$ cat src/rtl/plat_regs_pkg.sv
package plat_regs_pkg;

    localparam int DATA_W = 32;
    localparam int OFFS_W = 16;

    typedef enum logic [1:0] {
        SZ_1B = 2'd0,
        SZ_2B = 2'd1,
        SZ_4B = 2'd2,
        SZ_8B = 2'd3
    } acc_size_e;

    // Word offsets whose position other logic depends on
    localparam logic [OFFS_W-1:0] OFF_IDENT   = 16'h0000;
    localparam logic [OFFS_W-1:0] OFF_CORE_ID = 16'h0004;
    localparam logic [OFFS_W-1:0] OFF_WRAP_ID = 16'h0008;
    localparam logic [OFFS_W-1:0] OFF_CTRL    = 16'h0010;
    localparam logic [OFFS_W-1:0] OFF_MEMSTAT = 16'h0014;
    localparam logic [OFFS_W-1:0] OFF_CLKDIV  = 16'h0030;
    localparam logic [OFFS_W-1:0] OFF_BUILD   = 16'h0034;
    localparam logic [OFFS_W-1:0] OFF_MEMCFG  = 16'h0038;

    localparam int CTRL_RESET_BIT = 4;

    localparam logic [DATA_W-1:0] MEMSTAT_WORD = 32'h0000_0005;
    localparam logic [DATA_W-1:0] BUILD_WORD   = 32'h0000_000E;

    typedef enum logic [1:0] {
        ST_IDLE      = 2'd0,
        ST_RD_RESP   = 2'd1,
        ST_RST_PULSE = 2'd2
    } acc_state_e;

endpackage

$ cat src/rtl/plat_reg_decode.sv
module plat_reg_decode
    import plat_regs_pkg::*;
#(
    parameter int FREQ_W = 8,
    parameter int GIB_W  = 4
) (
    input  logic [OFFS_W-1:0] offset,
    input  logic              size_ok,
    input  logic [FREQ_W-1:0] ref_mhz,
    input  logic [GIB_W-1:0]  mem_gib,
    output logic [DATA_W-1:0] word
);
    localparam int LANE_W  = 8;
    localparam int N_LANES = DATA_W / LANE_W;
    localparam int MHZ_LANE = 1;
    localparam int ONES_W  = 12;

    logic [DATA_W-1:0] clkdiv_word;
    logic [DATA_W-1:0] memcfg_word;

    // Clock divider word: every lane holds 1 except the frequency lane
    for (genvar g = 0; g < N_LANES; g++) begin : g_clk_lane
        if (g == MHZ_LANE) begin : g_mhz
            assign clkdiv_word[g*LANE_W +: LANE_W] = LANE_W'(ref_mhz);
        end else begin : g_one
            assign clkdiv_word[g*LANE_W +: LANE_W] = LANE_W'(1);
        end
    end

    assign memcfg_word = DATA_W'({{ONES_W{1'b1}}, mem_gib});

    always_comb begin
        word = '0;
        if (size_ok) begin
            unique case (offset)
                OFF_MEMSTAT: word = MEMSTAT_WORD;
                OFF_CLKDIV:  word = clkdiv_word;
                OFF_BUILD:   word = BUILD_WORD;
                OFF_MEMCFG:  word = memcfg_word;
                default:     word = '0;
            endcase
        end
    end

endmodule

$ cat src/rtl/plat_access_fsm.sv
module plat_access_fsm
    import plat_regs_pkg::*;
(
    input  logic              clk,
    input  logic              rst_n,
    input  logic              acc_read,
    input  logic              acc_rst,
    input  logic [DATA_W-1:0] rd_word,
    output logic              rd_valid,
    output logic [DATA_W-1:0] rd_data,
    output logic              sys_reset_req
);
    acc_state_e        state_q, state_d;
    logic [DATA_W-1:0] data_q;

    always_comb begin
        state_d = ST_IDLE;
        if (acc_read)     state_d = ST_RD_RESP;
        else if (acc_rst) state_d = ST_RST_PULSE;
    end

    always_ff @(posedge clk) begin
        if (!rst_n) begin
            state_q <= ST_IDLE;
            data_q  <= '0;
        end else begin
            state_q <= state_d;
            data_q  <= acc_read ? rd_word : '0;
        end
    end

    always_comb begin
        rd_valid      = 1'b0;
        rd_data       = '0;
        sys_reset_req = 1'b0;
        unique case (state_q)
            ST_IDLE: ;
            ST_RD_RESP: begin
                rd_valid = 1'b1;
                rd_data  = data_q;
            end
            ST_RST_PULSE: sys_reset_req = 1'b1;
            default: ;
        endcase
    end

    assert_pulse_cause_R9: assert property (@(posedge clk) disable iff (!rst_n)
        sys_reset_req |-> $past(acc_rst));

    assert_resp_after_read_R11: assert property (@(posedge clk) disable iff (!rst_n)
        rd_valid |-> $past(acc_read));

    assert_idle_data_zero_R11: assert property (@(posedge clk) disable iff (!rst_n)
        !rd_valid |-> (rd_data == '0));

    assert_exclusive_outputs_R10: assert property (@(posedge clk) disable iff (!rst_n)
        !(rd_valid && sys_reset_req));

endmodule

$ cat src/rtl/plat_status_regs.sv
module plat_status_regs
    import plat_regs_pkg::*;
#(
    parameter int ADDR_W = 32,
    parameter int FREQ_W = 8,
    parameter int GIB_W  = 4
) (
    input  logic              clk,
    input  logic              rst_n,
    input  logic              req_valid,
    input  logic              req_write,
    input  logic [ADDR_W-1:0] req_addr,
    input  logic [1:0]        req_size,
    input  logic [31:0]       req_wdata,
    input  logic [FREQ_W-1:0] ref_mhz,
    input  logic [GIB_W-1:0]  mem_gib,
    output logic              rd_valid,
    output logic [31:0]       rd_data,
    output logic              sys_reset_req
);
    logic [OFFS_W-1:0] offset;
    logic              size_ok;
    logic              acc_read;
    logic              acc_rst;
    logic [DATA_W-1:0] rd_word;
    logic              unused_bits;

    assign offset   = req_addr[OFFS_W-1:0];
    assign size_ok  = (acc_size_e'(req_size) == SZ_4B);
    assign acc_read = req_valid && !req_write;
    assign acc_rst  = req_valid && req_write && size_ok &&
                      (offset == OFF_CTRL) && req_wdata[CTRL_RESET_BIT];
    assign unused_bits = ^{req_addr[ADDR_W-1:OFFS_W], req_wdata};

    plat_reg_decode #(
        .FREQ_W (FREQ_W),
        .GIB_W  (GIB_W)
    ) u_decode (
        .offset  (offset),
        .size_ok (size_ok),
        .ref_mhz (ref_mhz),
        .mem_gib (mem_gib),
        .word    (rd_word)
    );

    plat_access_fsm u_fsm (
        .clk           (clk),
        .rst_n         (rst_n),
        .acc_read      (acc_read),
        .acc_rst       (acc_rst),
        .rd_word       (rd_word),
        .rd_valid      (rd_valid),
        .rd_data       (rd_data),
        .sys_reset_req (sys_reset_req)
    );

    assert_bad_size_zero_R1: assert property (@(posedge clk) disable iff (!rst_n)
        (rd_valid && $past(req_size != 2'd2)) |-> (rd_data == '0));

    assert_memstat_word_R4: assert property (@(posedge clk) disable iff (!rst_n)
        (rd_valid && $past(req_addr[15:0] == 16'h0014 && req_size == 2'd2))
        |-> (rd_data == 32'h0000_0005));

    assert_clkdiv_word_R5: assert property (@(posedge clk) disable iff (!rst_n)
        (rd_valid && $past(req_addr[15:0] == 16'h0030 && req_size == 2'd2))
        |-> (rd_data[31:16] == 16'h0101 && rd_data[7:0] == 8'h01 &&
             rd_data[15:8] == 8'($past(ref_mhz))));

    assert_write_no_resp_R10: assert property (@(posedge clk) disable iff (!rst_n)
        (req_valid && req_write) |=> !rd_valid);

    assert_no_pulse_bad_size_R1: assert property (@(posedge clk) disable iff (!rst_n)
        (req_valid && req_write && req_size != 2'd2) |=> !sys_reset_req);

endmodule

$ cat config.mk
export PLATFORM = sky130hd
export DESIGN_NAME = plat_status_regs
export DESIGN_NICKNAME = d
export VERILOG_FILES = /design/src/rtl/plat_regs_pkg.sv /design/src/rtl/plat_reg_decode.sv /design/src/rtl/plat_access_fsm.sv /design/src/rtl/plat_status_regs.sv
export SDC_FILE = /design/constraint.sdc
export NUM_CORES = 1
export LEC_CHECK = 0
export ABC_AREA = 1
export BUFFER_PORTS_ARGS = -buffer_cell sky130_fd_sc_hd__clkbuf_2
export CAP_MARGIN = 20
export CORE_ASPECT_RATIO = 2
export CORE_MARGIN = 2
export CORE_UTILIZATION = 31
export CTS_CLUSTER_DIAMETER = 30
export DETAILED_ROUTE_END_ITERATION = 8
export PLACE_DENSITY = 0.79
export SLEW_MARGIN = 40
export SYNTH_ARGS = -nofsm -noshare
export SYNTH_HDL_FRONTEND = slang
export SYNTH_SLANG_ARGS = --single-unit
$ cat constraint.sdc
create_clock -name clk -period 1.1 [get_ports clk]
set_input_delay 0 -clock clk [delete_from_list [all_inputs] [get_ports clk]]
set_output_delay 0 -clock clk [all_outputs]
set_load 0.005 [all_outputs]
# Yosys cells after proc, flatten, opt, wreduce, memory -nomap -nowiden
# Cells that the tools add are included.
# totals
regBits	34
latchBits	0
ramBits	0
mem_bits_ro	0
in_bits	82
output_inout_bits	34
word_cells	26
memories	0
# op_classes
addsub	0
mul	0
div	0
order_cmp	0
eq_ne	8
shifts	0
n_mux	6
bitwise_logic	1
reduce_logical	8
# ops
cell	n
$pmux W25 S4	1
$eq A16 B6 Y1 const B	3
$eq A16 B5 Y1 const B	2
$mux W32	1
$logic_and A1 B1 Y1	5
$eq A2 B2 Y1 const B	2
$mux W1	3
$reduce_and A3 Y1	1
$eq A2 B1 Y1 const B	1
$mux W2	1
$reduce_or A2 Y1	1
$logic_not A1 Y1	1
$not A1 Y1	1

# Longest topological paths before layout
# logic_depth
depth_word	6
ltp_mapped	7
depth_no_buf	6

# Cells and area by module
# From an unflattened synthesis, not the netlist that was laid out.
# hier_totals
hier_cells	279
area_unflattened_um2	1918.1
# by_module_without_submodules
mod	n_inst	cells_per_inst	area_per_inst_um2	seq_area_each_um2
plat_access_fsm	1	176	1408.9	680.7
plat_reg_decode	1	81	419.2	0.0
plat_status_regs	1	22	90.1	0.0

# Least setup slack after synthesis
# Ideal clock, no wire load.
# synth_path
path_type	flip-flop to output port
start	register u_fsm.state_q[1]
end	output port rd_data[24]
arrival_time_ps	978
required_ps	1100
slack_ps	122
stages_incl_launch_ff	6
n_path_buf	2
path_cell_list	dfxtp_1 -> inv_1 -> nand2_1 -> clkbuf_1 -> nor2_1 -> buf_4
# synth_between
elab_chain_cells	2
# synth_lines
item	line	source
start, declared	plat_access_fsm.sv:13	acc_state_e state_q, state_d;
start signal, assigned	plat_access_fsm.sv:27	state_q <= state_d;
$eq A2 B1 Y1	plat_access_fsm.sv:36	unique case (state_q)
$mux W32	plat_access_fsm.sv:36	
end, declared	plat_status_regs.sv:18	output logic [31:0] rd_data,
# Every way passes these cells.

# Worst setup path after layout
# layout_path
start	register u_fsm.state_q[1]
end	output port rd_data[10]
# The elaborated chain is that of the path after synthesis.

==> Implementation_results.wiki <==
{| class="wikitable"
! Metric !! Value
|-
| Status || completed
|-
| Comb pwr share || 0.119
|-
| Final Hold Vio Count || 0
|-
| Hold_sp || mem_gib[3]
|-
| Clock transition at the register clock pins on the worst setup and hold paths after CTS || about 60 ps
|-
| Die width || 42.3 um
|-
| Residual antenna-violating net count after detailed routing || 0
|-
| Number of global-route vias before repair || slightly below 800
|-
| Top-level port count || between 100 and 150
|-
| Sw Pwr || about 0.25 mW
|-
| Total length of routed wires || ~1.8 mm
|-
| Total track usage || 0.111
|-
| Yosys cell types || 19
|-
| Worst hold path stage count || 3
|-
| Part of the power in the clock network || 0.407
|-
| Number of buffers inserted during clock tree synthesis || 3
|-
| Slowest stage cell on the critical path || sky130_fd_sc_hd__dfxtp_1
|-
| Top cell type's share of synthesized area || 0.353
|-
| CTS H-Tree Depth || 1
|-
| Switching share of total power || 0.205
|-
| Detailed-route via count || around 880
|-
| Class of the most critical setup path || reg2out
|-
| Number of flops mapped to enable cells by yosys || 0
|-
| Sequential group share of total power || 0.474
|-
| Mean post-synth cell area || between 6 and 7 um2
|-
| Leakage power of the design || just under 0.7 nW
|-
| Gate count after technology mapping || roughly 130
|-
| Largest net degree at the start of global routing || 12
|-
| Fin worst setup slack || between 40 and 50 ps
|-
| Starting Density || 0.327
|-
| Setup Viol. Count Final || 0
|-
| Dominant cell type by area after synthesis || sky130_fd_sc_hd__dfxtp_1
|-
| Sequential area share after synthesis || 0.353
|-
| Dominant cells by area after synthesis || sky130_fd_sc_hd__dfxtp_1 35%, sky130_fd_sc_hd__buf_4 15%, sky130_fd_sc_hd__inv_1 14%
|-
| Min cycle time layout || around 1100 ps
|-
| Number of warnings printed during yosys synthesis || 0
|-
| Final-layout setup total negative slack || 0 ps
|-
| RD Place Congestion || around 0.75
|-
| Proportion of synthesized flip-flops having asynchronous set or reset || 0
|-
| Filler instances || 301
|-
| Beginning of the critical path || u_fsm.state_q[1]
|-
| Remaining Overflow, GRT || 0
|-
| Unrepaired setup endpoints after global routing || no
|-
| Mapped Area || ~910 um2
|-
| Placement row count || 27
|-
| Antenna violations before repair || 0
|-
| Post-layout nets || 276
|-
| Seq cells post-synth || 16
|-
| CP Data Arrival Time || 1060 ps
|-
| Total Die Area || 0.00340 mm2
|-
| Clk sink count || 16
|-
| Clk root buf || sky130_fd_sc_hd__clkbuf_8
|-
| Via density per instance || between 3 and 4
|-
| Routed wire length per instance || 8.20 um
|-
| Type of element launching the critical path || register
|-
| Wire length of the first global-routing pass || between 2 and 3 mm
|-
| Most instantiated flip-flop cell in the synthesis netlist || sky130_fd_sc_hd__dfxtp_1
|-
| Core area || 0.00277 mm2
|-
| Kind of end point of the critical path || output pin
|-
| Most common cell in the synthesized netlist || sky130_fd_sc_hd__inv_1
|-
| CP peak stage delay || around 300 ps
|-
| Power density normalized to cell area || 959 mW/mm2
|-
| Number of DRC markers after the initial detailed-route iteration || 6
|-
| Max Slew Vio Count || 0
|-
| Number of detailed-routing iterations run before antenna repair || 2
|-
| CTS tree || yes
|-
| Overall die height || a little over 80 um
|-
| Fmax achieved || around 950 MHz
|-
| Most frequent cells after synthesis || 34 x sky130_fd_sc_hd__inv_1, 24 x sky130_fd_sc_hd__nor2_1, 18 x sky130_fd_sc_hd__buf_4, 16 x sky130_fd_sc_hd__dfxtp_1
|-
| Antenna diode instance count || 0
|-
| Place WS || 84.5 ps
|-
| Min-delay worst type || in2reg
|-
| Required time at the endpoint of the critical path || 1100 ps
|-
| Signed area change from the synthesized netlist to the final layout || 41.4%
|-
| Period utilization || 0.961
|-
| Final routed DRC violation total || 0
|-
| Post-CTS setup-driven buffer insertion count || 0
|-
| Layout cell share with drive strength beyond 1 || 0.378
|-
| Internal power of the cells || 0.979 mW
|-
| Number of max-cap violations || 0
|-
| Cell-by-cell trace of the critical path || inv_2 > nand2_4 > buf_6 > nor2_1 > clkbuf_2
|-
| Number of buffers inserted by port buffering || between 50 and 60
|-
| Worst-case vdd ir drop || about 560 uV
|-
| Bufs on Longest Clock Path || 2
|-
| Crit-path max FO || 10
|-
| Post-DP HPWL || 1.46 mm
|}
power groups by stage:
stage          Clock, mW  Combinational, mW  Sequential, mW
6_report           0.501              0.147           0.583
5_1_grt            0.521              0.166           0.583
4_1_cts            0.503              0.143           0.582
3_5_place_dp           0              0.118           0.594
3_3_place_gp           0              0.115           0.594
2_1_floorplan          0             0.0854           0.594
cells in the final DEF (no fill, tap or decap), drive strengths merged:
cell type	Yosys	layout
clkbuf	1	58
nand3	10	10
nand3b	1	1
nor3	1	1
nand4	2	2
dlygate4sd3	0	9
o21ai	10	10
inv	34	34
nand2	8	8
nor2	28	28
conb	1	14
buf	19	1
and3	1	1
dfxtp	16	16
sequential cells by signal, indices dropped and copies added, names as in the netlist:
signal and count:
u_fsm.data_q 14, u_fsm.state_q 2
worst max-delay path, delay by kind of cell, from the launching register on:
kind	cells	cell delay (ps)
buffers and inverters	3	340
DFF	1	300
and+or+nand+nor	2	170
cell type report:
| type | count | area (um2) | area share |
|---|---|---|---|
| Tap cell | 29 | 36.3 | 0.0283 |
| Multi-Input combinational cell | 75 | 370 | 0.289 |
| Timing Repair Buffer | 64 | 372 | 0.290 |
| Clock buffer | 4 | 55.1 | 0.0429 |
| Sequential cell | 16 | 322 | 0.251 |
| Inverter | 34 | 128 | 0.0995 |
layer usage:
metal / track usage / up-vias / part of all wire
met5: 0 / - / 0
met2: 0.242 / 47 / 0.60
met3: 0.0202 / 2 / 0.085
li1: - / 475 / -
met4: 0.0750 / 0 / 0.020
met1: 0.0739 / 351 / 0.30
final timing paths:
path,to,slack (ps)
setup / recovery,rd_data[10],40
hold / removal,u_fsm.data_q[3],6
kinds of logic (layout without fill, tap and decap cells):
| group | Yosys count | after routing | share of synthesized area |
|---|---|---|---|
| AOI/OAI and AO/OA | 10 | 10 | 0.0634 |
| DFF | 16 | 16 | 0.353 |
| buffers and inverters | 54 | 102 | 0.306 |
| other | 1 | 14 | 0.00413 |
| and+or+nand+nor | 51 | 51 | 0.273 |
metrics by stage:
step | utilization | hold WS [ps] | power [mW] | std cells | cell area [um2]
finish | 0.463 | 6.16 | 1.23 | 222 | 1280
global route | 0.463 | 34.0 | 1.27 | 222 | 1280
CTS | 0.459 | 8.41 | 1.23 | 222 | 1270
detailed placement | 0.404 | 231 | 0.712 | 209 | 1120
global placement | 0.404 | 230 | 0.709 | 209 | 1120
floorplan | - | 138 | 0.680 | 145 | 956
repair_timing:
item	in CTS	in global routing
setup endpoints to repair	12	9
endpoints found under the hold margin	9	0
hold buffers	9	0
gates resized for setup	3	4
Note: power is estimated with default switching activity, not from simulation.
